==> src/rtl/mlu_pkg.sv <==
package mlu_pkg;
   timeunit 1ns; timeprecision 1ps;

   // operand interpretation selected by the sgn_sel pin
   typedef enum logic {
      MODE_UNSIGNED = 1'b0,
      MODE_SIGNED   = 1'b1
   } mlu_mode_e;

   // longest possible latency for an operand width
   function automatic int lat_ceiling(input int op_w, input int base_cyc, input int step_cyc);
      return base_cyc + step_cyc * op_w;
   endfunction

   // counter width able to hold the longest latency
   function automatic int lat_bits(input int op_w, input int base_cyc, input int step_cyc);
      return $clog2(lat_ceiling(op_w, base_cyc, step_cyc) + 1);
   endfunction
endpackage

==> src/rtl/mlu_cost.sv <==
module mlu_cost #(
   parameter int OP_W     = 16,
   parameter int BASE_CYC = 38,
   parameter int STEP_CYC = 2,
   parameter int LAT_W    = 7
) (
   input  logic             clk,
   input  logic             rst,
   input  logic [OP_W-1:0]  src,
   input  logic             sgn,
   output logic [LAT_W-1:0] lat
);
   timeunit 1ns; timeprecision 1ps;

   localparam int CNT_W   = $clog2(OP_W + 1);
   localparam int LAT_MAX = BASE_CYC + STEP_CYC * OP_W;

   logic [OP_W-1:0]  hit_u;   // set bits of the source
   logic [OP_W-1:0]  hit_s;   // edges in {src, 1'b0}
   logic [OP_W-1:0]  hit;
   logic [CNT_W-1:0] n_cnt;

   genvar gi;
   generate
      for (gi = 0; gi < OP_W; gi++) begin : g_bit
         assign hit_u[gi] = src[gi];
         if (gi == 0) begin : g_lsb
            assign hit_s[gi] = src[0];
         end else begin : g_mid
            assign hit_s[gi] = src[gi] ^ src[gi-1];
         end
      end
   endgenerate

   assign hit = sgn ? hit_s : hit_u;

   always_comb begin
      n_cnt = '0;
      for (int i = 0; i < OP_W; i++) begin
         n_cnt = n_cnt + CNT_W'(hit[i]);
      end
   end

   assign lat = LAT_W'(BASE_CYC) + LAT_W'(STEP_CYC) * LAT_W'(n_cnt);

   // computed latency stays in its legal window
   p_lat_window_r5: assert property (@(posedge clk) disable iff (rst)
      (lat >= LAT_W'(BASE_CYC)) && (lat <= LAT_W'(LAT_MAX)));
endmodule

==> src/rtl/mlu_timer.sv <==
module mlu_timer #(
   parameter int LAT_W = 7
) (
   input  logic             clk,
   input  logic             rst,
   input  logic             load,
   input  logic [LAT_W-1:0] lat,
   output logic             active,
   output logic             last
);
   timeunit 1ns; timeprecision 1ps;

   logic [LAT_W-1:0] cnt;

   assign last = active && (cnt == LAT_W'(1));

   always_ff @(posedge clk) begin
      if (rst) begin
         active <= 1'b0;
         cnt    <= '0;
      end else if (load && !active) begin
         active <= 1'b1;
         cnt    <= lat - LAT_W'(1);
      end else if (active) begin
         if (cnt == LAT_W'(1)) begin
            active <= 1'b0;
            cnt    <= '0;
         end else begin
            cnt <= cnt - LAT_W'(1);
         end
      end
   end

   // an accepted request arms the timer with latency minus one
   p_arm_r3: assert property (@(posedge clk) disable iff (rst)
      (load && !active) |=> (active && cnt == $past(lat) - LAT_W'(1)));
   // a running count only steps down, whatever load does
   p_no_rearm_r7: assert property (@(posedge clk) disable iff (rst)
      (active && !last) |=> (active && cnt == $past(cnt) - LAT_W'(1)));
endmodule

==> src/rtl/mlu_mul.sv <==
module mlu_mul #(
   parameter int OP_W      = 16,
   parameter bit ITERATIVE = 1'b1
) (
   input  logic              clk,
   input  logic              rst,
   input  logic              load,
   input  logic              sgn,
   input  logic [OP_W-1:0]   src,
   input  logic [OP_W-1:0]   dst,
   output logic [2*OP_W-1:0] prod,
   output logic              ready
);
   timeunit 1ns; timeprecision 1ps;

   localparam int PW    = 2 * OP_W;
   localparam int IDX_W = (OP_W > 2) ? $clog2(OP_W) : 1;

   logic [PW-1:0] ext_dst;
   logic [PW-1:0] ext_src;
   assign ext_dst = {{OP_W{sgn & dst[OP_W-1]}}, dst};
   assign ext_src = {{OP_W{sgn & src[OP_W-1]}}, src};

   generate
      if (ITERATIVE) begin : g_shift_add
         logic [PW-1:0]    acc;
         logic [PW-1:0]    mcand;
         logic [PW-1:0]    addend;
         logic [OP_W-1:0]  mplier;
         logic [IDX_W-1:0] idx;
         logic             run;
         logic             sgn_q;
         logic             last_step;

         assign addend    = mplier[0] ? mcand : '0;
         assign last_step = (idx == IDX_W'(OP_W - 1));

         always_ff @(posedge clk) begin
            if (rst) begin
               acc    <= '0;
               mcand  <= '0;
               mplier <= '0;
               idx    <= '0;
               run    <= 1'b0;
               sgn_q  <= 1'b0;
            end else if (load) begin
               acc    <= '0;
               mcand  <= ext_dst;
               mplier <= src;
               idx    <= '0;
               run    <= 1'b1;
               sgn_q  <= sgn;
            end else if (run) begin
               // top source bit carries negative weight in signed mode
               acc    <= (last_step && sgn_q) ? acc - addend : acc + addend;
               mcand  <= mcand << 1;
               mplier <= mplier >> 1;
               idx    <= idx + IDX_W'(1);
               if (last_step) run <= 1'b0;
            end
         end

         assign prod  = acc;
         assign ready = !run;

         // once finished, the accumulator holds until the next load
         p_acc_hold_r1: assert property (@(posedge clk) disable iff (rst)
            (!run && !load) |=> $stable(acc));
      end else begin : g_flat
         logic [PW-1:0] prod_q;

         always_ff @(posedge clk) begin
            if (rst)       prod_q <= '0;
            else if (load) prod_q <= ext_src * ext_dst;
         end

         assign prod  = prod_q;
         assign ready = 1'b1;
      end
   endgenerate
endmodule

==> src/rtl/mul_latency_unit.sv <==
module mul_latency_unit #(
   parameter int OP_W      = 16,
   parameter int BASE_CYC  = 38,
   parameter int STEP_CYC  = 2,
   parameter bit ITERATIVE = 1'b1
) (
   input  logic              clk,
   input  logic              rst,
   input  logic              start,
   input  logic              sgn_sel,
   input  logic [OP_W-1:0]   src_op,
   input  logic [OP_W-1:0]   dst_op,
   output logic              busy,
   output logic              done,
   output logic [2*OP_W-1:0] product,
   output logic              flag_n,
   output logic              flag_z
);
   timeunit 1ns; timeprecision 1ps;
   import mlu_pkg::*;

   localparam int PW    = 2 * OP_W;
   localparam int LAT_W = lat_bits(OP_W, BASE_CYC, STEP_CYC);

   generate
      if (OP_W < 2) begin : g_bad_width
         $error("mul_latency_unit: OP_W must be at least 2");
      end
      if (BASE_CYC < 2 || STEP_CYC < 0) begin : g_bad_cost
         $error("mul_latency_unit: BASE_CYC >= 2 and STEP_CYC >= 0 required");
      end
      if (ITERATIVE && BASE_CYC <= OP_W) begin : g_bad_iter
         $error("mul_latency_unit: shift-add engine needs BASE_CYC > OP_W");
      end
   endgenerate

   mlu_mode_e        mode;
   logic             accept;
   logic [LAT_W-1:0] lat;
   logic             t_active;
   logic             t_last;
   logic [PW-1:0]    m_prod;
   logic             m_ready;

   assign mode   = mlu_mode_e'(sgn_sel);
   assign accept = start && !busy;
   assign busy   = t_active;

   mlu_cost #(
      .OP_W(OP_W), .BASE_CYC(BASE_CYC), .STEP_CYC(STEP_CYC), .LAT_W(LAT_W)
   ) u_cost (
      .clk(clk), .rst(rst), .src(src_op),
      .sgn(mode == MODE_SIGNED), .lat(lat)
   );

   mlu_timer #(.LAT_W(LAT_W)) u_timer (
      .clk(clk), .rst(rst), .load(accept), .lat(lat),
      .active(t_active), .last(t_last)
   );

   mlu_mul #(.OP_W(OP_W), .ITERATIVE(ITERATIVE)) u_mul (
      .clk(clk), .rst(rst), .load(accept), .sgn(mode == MODE_SIGNED),
      .src(src_op), .dst(dst_op), .prod(m_prod), .ready(m_ready)
   );

   always_ff @(posedge clk) begin
      if (rst) begin
         done    <= 1'b0;
         product <= '0;
         flag_n  <= 1'b0;
         flag_z  <= 1'b0;
      end else begin
         done <= t_last;
         if (t_last) begin
            product <= m_prod;
            flag_n  <= m_prod[PW-1];
            flag_z  <= (m_prod == '0);
         end
      end
   end

   // the engine has finished by the time the timer expires
   p_engine_ready_r1: assert property (@(posedge clk) disable iff (rst)
      t_last |-> m_ready);
   // done lasts one cycle and never overlaps busy
   p_done_pulse_r6: assert property (@(posedge clk) disable iff (rst)
      done |=> !done);
   p_done_idle_r6: assert property (@(posedge clk) disable iff (rst)
      done |-> !busy);
   // results move only with done, and Z agrees with the product
   p_result_hold_r8: assert property (@(posedge clk) disable iff (rst)
      !done |-> ($stable(product) && $stable(flag_n) && $stable(flag_z)));
   p_zero_flag_r8: assert property (@(posedge clk) disable iff (rst)
      done |-> (flag_z == (product == '0)));
   // a start in a done cycle is taken at once
   p_back_to_back_r10: assert property (@(posedge clk) disable iff (rst)
      (done && start) |=> busy);
endmodule

==> config.mk <==
export PLATFORM = sky130hd
export DESIGN_NAME = mul_latency_unit
export DESIGN_NICKNAME = d
export VERILOG_FILES = /design/src/rtl/mlu_pkg.sv /design/src/rtl/mlu_cost.sv /design/src/rtl/mlu_timer.sv /design/src/rtl/mlu_mul.sv /design/src/rtl/mul_latency_unit.sv
export SDC_FILE = /design/constraint.sdc
export NUM_CORES = 1
export LEC_CHECK = 0
export ABC_AREA = 1
export BUFFER_PORTS_ARGS = -buffer_cell sky130_fd_sc_hd__buf_2
export CORE_ASPECT_RATIO = 0.75
export CORE_MARGIN = 10
export CORE_UTILIZATION = 40
export CTS_CLUSTER_DIAMETER = 150
export DETAILED_ROUTE_END_ITERATION = 16
export GPL_ROUTABILITY_DRIVEN = 0
export GPL_TIMING_DRIVEN = 0
export HOLD_SLACK_MARGIN = 0.08
export PLACE_DENSITY_LB_ADDON = 0.05
export SETUP_SLACK_MARGIN = 0.4
export SYNTH_ARGS = -nofsm -noshare
export SYNTH_HDL_FRONTEND = slang
export SYNTH_SLANG_ARGS = --single-unit
==> constraint.sdc <==
create_clock -name clk -period 4.7 [get_ports clk]
set_input_delay 0.235 -clock clk [delete_from_list [all_inputs] [get_ports clk]]
set_output_delay 0.235 -clock clk [all_outputs]
set_load 0.005 [all_outputs]
After elaboration in Yosys (flattened, before gate mapping)
Cells that the tools add are included.
Widths: inputs -> output; s select.
{"block": "word_totals", "in_bits": 36, "out_inout_bits": 36, "regBits": 129}
{"block": "classes", "mux": 16, "addsub": 21, "bitwise": 16, "eq_ne": 2, "n_reduce_logical": 9}
{"operator": "$mux 32", "count": 4}
{"operator": "$add 5x1->5", "count": 14}
{"operator": "$mux 16", "count": 3}
{"operator": "$add 32x32->32", "count": 1}
{"operator": "$logic_not 32->1", "count": 1}
{"operator": "$sub 32x32->32", "count": 1}
{"operator": "$mux 7", "count": 3}
{"operator": "$xor 1x1->1", "count": 15}
{"operator": "$sub 7x1->7 const B", "count": 2}
{"operator": "$add 6x6->7 const A", "count": 1}
{"operator": "$eq 7x1->1 const B", "count": 1}
{"operator": "$mux 1", "count": 6}
{"operator": "$add 4x1->4 const B", "count": 1}
{"operator": "$eq 4x4->1 const B", "count": 1}
{"operator": "$logic_and 1x1->1", "count": 4}
{"operator": "$reduce_bool 2->1", "count": 2}
{"operator": "$add 1x1->2", "count": 1}
{"operator": "$reduce_or 2->1", "count": 1}
{"operator": "$and 1x1->1", "count": 1}
{"operator": "$logic_not 1->1", "count": 1}

Logic depth before layout (Yosys ltp)
{"block": "depth", "word_depth": 20, "depth_mapped": 26, "ltp_nobuf": 25}

Modules after synthesis
Synthesis repeated with hierarchy kept, for this count alone.
{"block": "hier_totals", "hier_cells": 1416, "area_unflattened_um2": 9037.4}
{"mod": "mlu_mul", "seq_area_each_um2": 1721.7, "cells_per_inst": 1032, "n_inst": 1, "area_per_inst_um2": 6373.6}
{"mod": "mul_latency_unit", "seq_area_each_um2": 680.7, "cells_per_inst": 172, "n_inst": 1, "area_per_inst_um2": 1277.5}
{"mod": "mlu_cost", "seq_area_each_um2": 0.0, "cells_per_inst": 107, "n_inst": 1, "area_per_inst_um2": 743.2}
{"mod": "mlu_timer", "seq_area_each_um2": 160.2, "cells_per_inst": 105, "n_inst": 1, "area_per_inst_um2": 643.1}

Worst setup path before layout
OpenSTA, ideal clock, no wires.
{"block": "synth_timing", "kind": "in2reg", "start": "in sgn_sel", "end": "reg u_timer.cnt[6]", "slack_ns": -0.285, "arrival_time_ns": 4.915, "setup_ns": 0.070, "cell_stages": 22, "path_cell_list": "clkbuf_1 > clkbuf_1 > nand2_1 > xnor2_1 > ha_1 > fa_1 > fa_1 > fa_1 > inv_1 > fa_1 > inv_1 > fa_1 > inv_1 > fa_1 > inv_1 > ha_1 > inv_1 > nor2_1 > inv_1 > nand2_1 > nand2_1 > a21oi_1"}
{"block": "synth_via", "elab_chain_cells": 19}
{"item": "start, declared", "line": "mul_latency_unit.sv:10", "rtl": "input logic sgn_sel,"}
{"item": "$mux 16 *", "line": "mlu_cost.sv:35", "rtl": "assign hit = sgn ? hit_s : hit_u;"}
{"item": "$add 1x1->2", "line": "mlu_cost.sv:40", "rtl": "n_cnt = n_cnt + CNT_W'(hit[i]);"}
{"item": "$add 5x1->5 (13 in a row)", "line": "mlu_cost.sv:40"}
{"item": "$add 5x1->5 *", "line": "mlu_cost.sv:40"}
{"item": "$add 6x6->7 *", "line": "mlu_cost.sv:44", "rtl": "assign lat = LAT_W'(BASE_CYC) + LAT_W'(STEP_CYC) * LAT_W'(n_cnt);"}
{"item": "$sub 7x1->7 *", "line": "mlu_timer.sv:23", "rtl": "cnt <= lat - LAT_W'(1);"}
{"item": "$mux 7 *", "line": "mlu_timer.sv:21", "rtl": "end else if (load && !active) begin"}
{"item": "end signal, assigned", "line": "mlu_timer.sv:23"}
{"item": "end signal, assigned", "line": "mlu_timer.sv:29", "rtl": "cnt <= cnt - LAT_W'(1);"}
{"item": "end, declared", "line": "mlu_timer.sv:13", "rtl": "logic [LAT_W-1:0] cnt;"}
Mark *: on every way between the ends. The rest lies on a longest branch, timed or not.
A chain may end at the register's enable or synchronous reset.

Final worst setup path
Ends and elaborated chain as after synthesis.

==> key figures <==
Synthesis
  – Ys Warns: 0
  – Sequential element share of the synthesized area: 0.301
  – Asr flop ratio synth: 0
  – Post-Syn Instances: roughly 1300
  – FF+latch count, synth: around 130
  – Synth Flop Type: dfxtp_1
  – Netlist cell types: 46
  – Mapped Nets: 1347
  – Mean area per synthesized cell: 6.76 um2
  – Mapped Area: 8510 um2
  – Post-synth EDFFs: 0

Setup path
  – Stages on worst setup path: 22
  – FF-to-FF End: u_mul.prod[27]
  – Reg2Reg Depth: 21
  – Crit-path max FO: 5
  – Worst setup EP type: flop
  – Critical Path Start Type: input port
  – Worst EP required: 5.05 ns
  – R2R setup slack: 1.13 ns
  – Critical path endpoint: u_timer.cnt[6]
  – Reg2reg start: u_mul.g_shift_add.idx[0]
  – Worst Path Arrival: 4.62 ns
  – Worst-path cell chain: clkbuf_16 -> buf_12 -> nand2_4 -> xnor2_2 -> ha_1 -> fa_1 -> fa_1 -> fa_1 -> inv_2 -> fa_1 -> inv_2 -> fa_2 -> inv_2 -> fa_2 -> inv_2 -> ha_4 -> inv_2 -> nor2_4 -> inv_2 -> nand2_2 -> nand2_2 -> a21oi_2
  – Delay-heaviest family, CP: adder cells
  – Buf/Inv on CP: 8
  – Slowest CP cell: fa_1
  – Critical path type: in -> reg
  – Crit. Startpoint: sgn_sel
  – Max stage delay on crit path: roughly 0.57 ns
  – CP most frequent cell: inv_2

STA
  – Tcrit/Tclk final: 0.909
  – Final Hold Viols: 0
  – Clock Skew: 0.00805 ns
  – Endpoints failing setup: 0
  – Final max-slew violation count: 0
  – Peak Freq: 234 MHz
  – Worst-Margin Slew: 0.699 ns
  – Final WS setup: about 0.43 ns
  – RSZ-0062 raised after global routing: yes
  – Setup TNS: 0 ns
  – Post-layout min period: about 4.3 ns
  – Max transition margin: 0.534
  – Hold_ws: 0.0926 ns

Cells and area
  – Most common cell after layout, fill and taps aside: nand2_1
  – Fillers: 2250
  – Layout cells sized above 1: 0.132
  – Nets: ~1400
  – # diodes: 0
  – Area Growth Syn to Fin: 17.3%
  – Non-Filler Instances: 1655
  – Most frequent cells in the layout: nand2_1, inv_1, dfxtp_1, a21oi_1, o21ai_0

Global routing
  – First-pass GRT wire length: between 40000 and 50000 um
  – Number of global-route vias before repair: 7639
  – Grt total ovfl: 0
  – Total track usage: 0.187
  – Initial antenna violation count: 0
  – Largest net degree at the start of global routing: 17

Detailed routing
  – Total wire length: ~26000 um
  – Drt wl/cell: 15.8 um
  – Routed vias/inst: approximately 5.0
  – Routed via count: 8289
  – DRT iter0 DRCs: roughly 570
  – DRC: 0
  – Drt pass-1 iters: 5
  – Final ANT Viol Nets: 0

Placed design
  – Place WS: 0.0247 ns
  – Inst Count DP: between 1500 and 2000
  – I/O Buffers: 69
  – Detail Placement HPWL: 21000 um

Clocking
  – TritonCTS Buffers: 17
  – Worst-Skew Late Latency: between 0.4 and 0.5 ns
  – Worst-path clk slew: 0.06 ns
  – TritonCTS clock tree: built
  – Clock sink count: ~130
  – Root Buffer: clkbuf_16
  – Clk buf depth: 2
  – H-tree levels: 4

Power
  – Worst vdd rail ir drop: 363 uV
  – Lkg Pwr: 4.69 nW
  – PwrDens: 487 nW/um2

Run
  – Max Cap Viol: 0

Die
  – Core Area: roughly 21000 um2
  – Initial core utilization: 0.405
  – Row count: 46
  – Die height: 146 um
  – Die area: 27600 um2
  – Die width: 188 um
  – Boundary Pins: between 70 and 80

Hold path
  – Worst min-delay path class: in -> reg

Run status
  – Status: finished, final reports clean
-- final cells by class --
cell class                 count  area [um2]  share of cell area
clock buffer                  19         443              0.0444
tap                          288         360              0.0361
timing repair buffer          78         440              0.0441
multi-input combinational    911        5160               0.517
clock inverter                11         116              0.0117
sequential                   128        2560               0.257
inverter                     169         634              0.0635
buffer                        51         269              0.0269
-- metrics by stage --
step / util / power [mW] / cell area (um2)
after floorplan: - / 2.84 / 8570
after global placement: 0.442 / 3.38 / 9280
after detailed placement: 0.442 / 3.39 / 9280
after CTS: 0.470 / 4.69 / 9870
after global routing: 0.475 / 5.23 / 9980
final: 0.475 / 4.86 / 9980
-- timing repair --
action                                  4_1_cts  5_1_grt
hold buffers                                  4        0
buffers inserted                              0        4
endpoints found under the hold margin         4        0
endpoints found under the setup margin        0        3
resized for setup                             0       16
-- synthesized netlist by cell type (2+ instances only) --
cell      count  area (um2)
a21o_1        5        37.5
a21oi_1     107         536
a22oi_1       6        45.0
a31oi_1      28         175
buf_1         8        30.0
buf_2         7        35.0
buf_4         2        15.0
buf_6         3        33.8
clkbuf_1     30         113
dfxtp_1     128        2560
fa_1         11         220
ha_1         41         513
inv_1       162         608
inv_2         6        22.5
nand2_1     304        1140
nand2_2      12        75.1
nand3_1      75         375
nand3_2       2        20.0
nand4_1       9        56.3
nor2_1       64         240
nor2_2        8        50.1
nor2_4        3        33.8
nor3_1        8        40.0
nor4_1       11        68.8
o21a_1        6        45.0
o21ai_0      97         485
o21ai_1      19        95.1
o21ai_2       8        70.1
o21bai_1      6        45.0
xnor2_1      30         263
xor2_1       38         333
-- routing by layer --
| layer | GRT usage | part of all wire | up-vias |
|---|---|---|---|
| met3 | 0.0359 | 0.064 | 16 |
| met4 | 0.0412 | 0.0066 | 0 |
| met5 | 0 | 0 | - |
| met2 | 0.250 | 0.39 | 208 |
| li1 | - | - | 4320 |
| met1 | 0.294 | 0.54 | 3745 |
-- report_power, final --
part	switching [mW]	internal [mW]	total [mW]
Combinational	1.41	0.892	2.31
Sequential	0.0968	1.18	1.27
Clock	0.494	0.784	1.28
Total	2.00	2.85	4.86
-- worst register-to-register path: cells and delay by family (launching register included) --
kind | cells | cell delay, ns
AO/OA/AOI/OAI | 2 | 0.31
XOR/XNOR | 1 | 0.18
AND/OR/NAND/NOR | 11 | 1.55
buffers and inverters | 5 | 0.57
flip-flops | 1 | 0.35
adder cells (fa/ha/maj) | 2 | 0.54
-- sequential cells by signal, summed over array words and instances (netlist names), 4 cells and up --
signal                    flops
u_mul.g_shift_add.mplier     16
product                      32
u_mul.g_shift_add.idx         4
u_mul.prod                   32
u_timer.cnt                   7
u_mul.g_shift_add.mcand      32
-- worst min-delay path by stage --
stage	startpoint	end	slack (ns)	cells past startpoint
floorplan	dst_op[0]	u_mul.g_shift_add.mcand[0]	0.38	2
global placement	u_mul.g_shift_add.mplier[13]	u_mul.g_shift_add.mplier[13]	0.46	2
CTS	dst_op[6]	u_mul.g_shift_add.mcand[6]	0.08	3
finish	dst_op[6]	u_mul.g_shift_add.mcand[6]	0.09	3
detailed placement	u_mul.g_shift_add.mplier[15]	u_mul.g_shift_add.mplier[15]	0.45	2
global route	src_op[15]	u_mul.g_shift_add.mplier[15]	0.11	3
-- cell families (layout without fill, tap and decap cells) --
| logic type | Yosys count | after routing | share of synthesized area |
|---|---|---|---|
| compound gates | 290 | 290 | 0.189 |
| fa+ha+maj | 52 | 52 | 0.0861 |
| xor+xnor | 68 | 68 | 0.0700 |
| flops | 128 | 128 | 0.301 |
| buf+inv | 220 | 328 | 0.102 |
| simple gates | 501 | 501 | 0.252 |
Power figures use the tool's default switching activity.
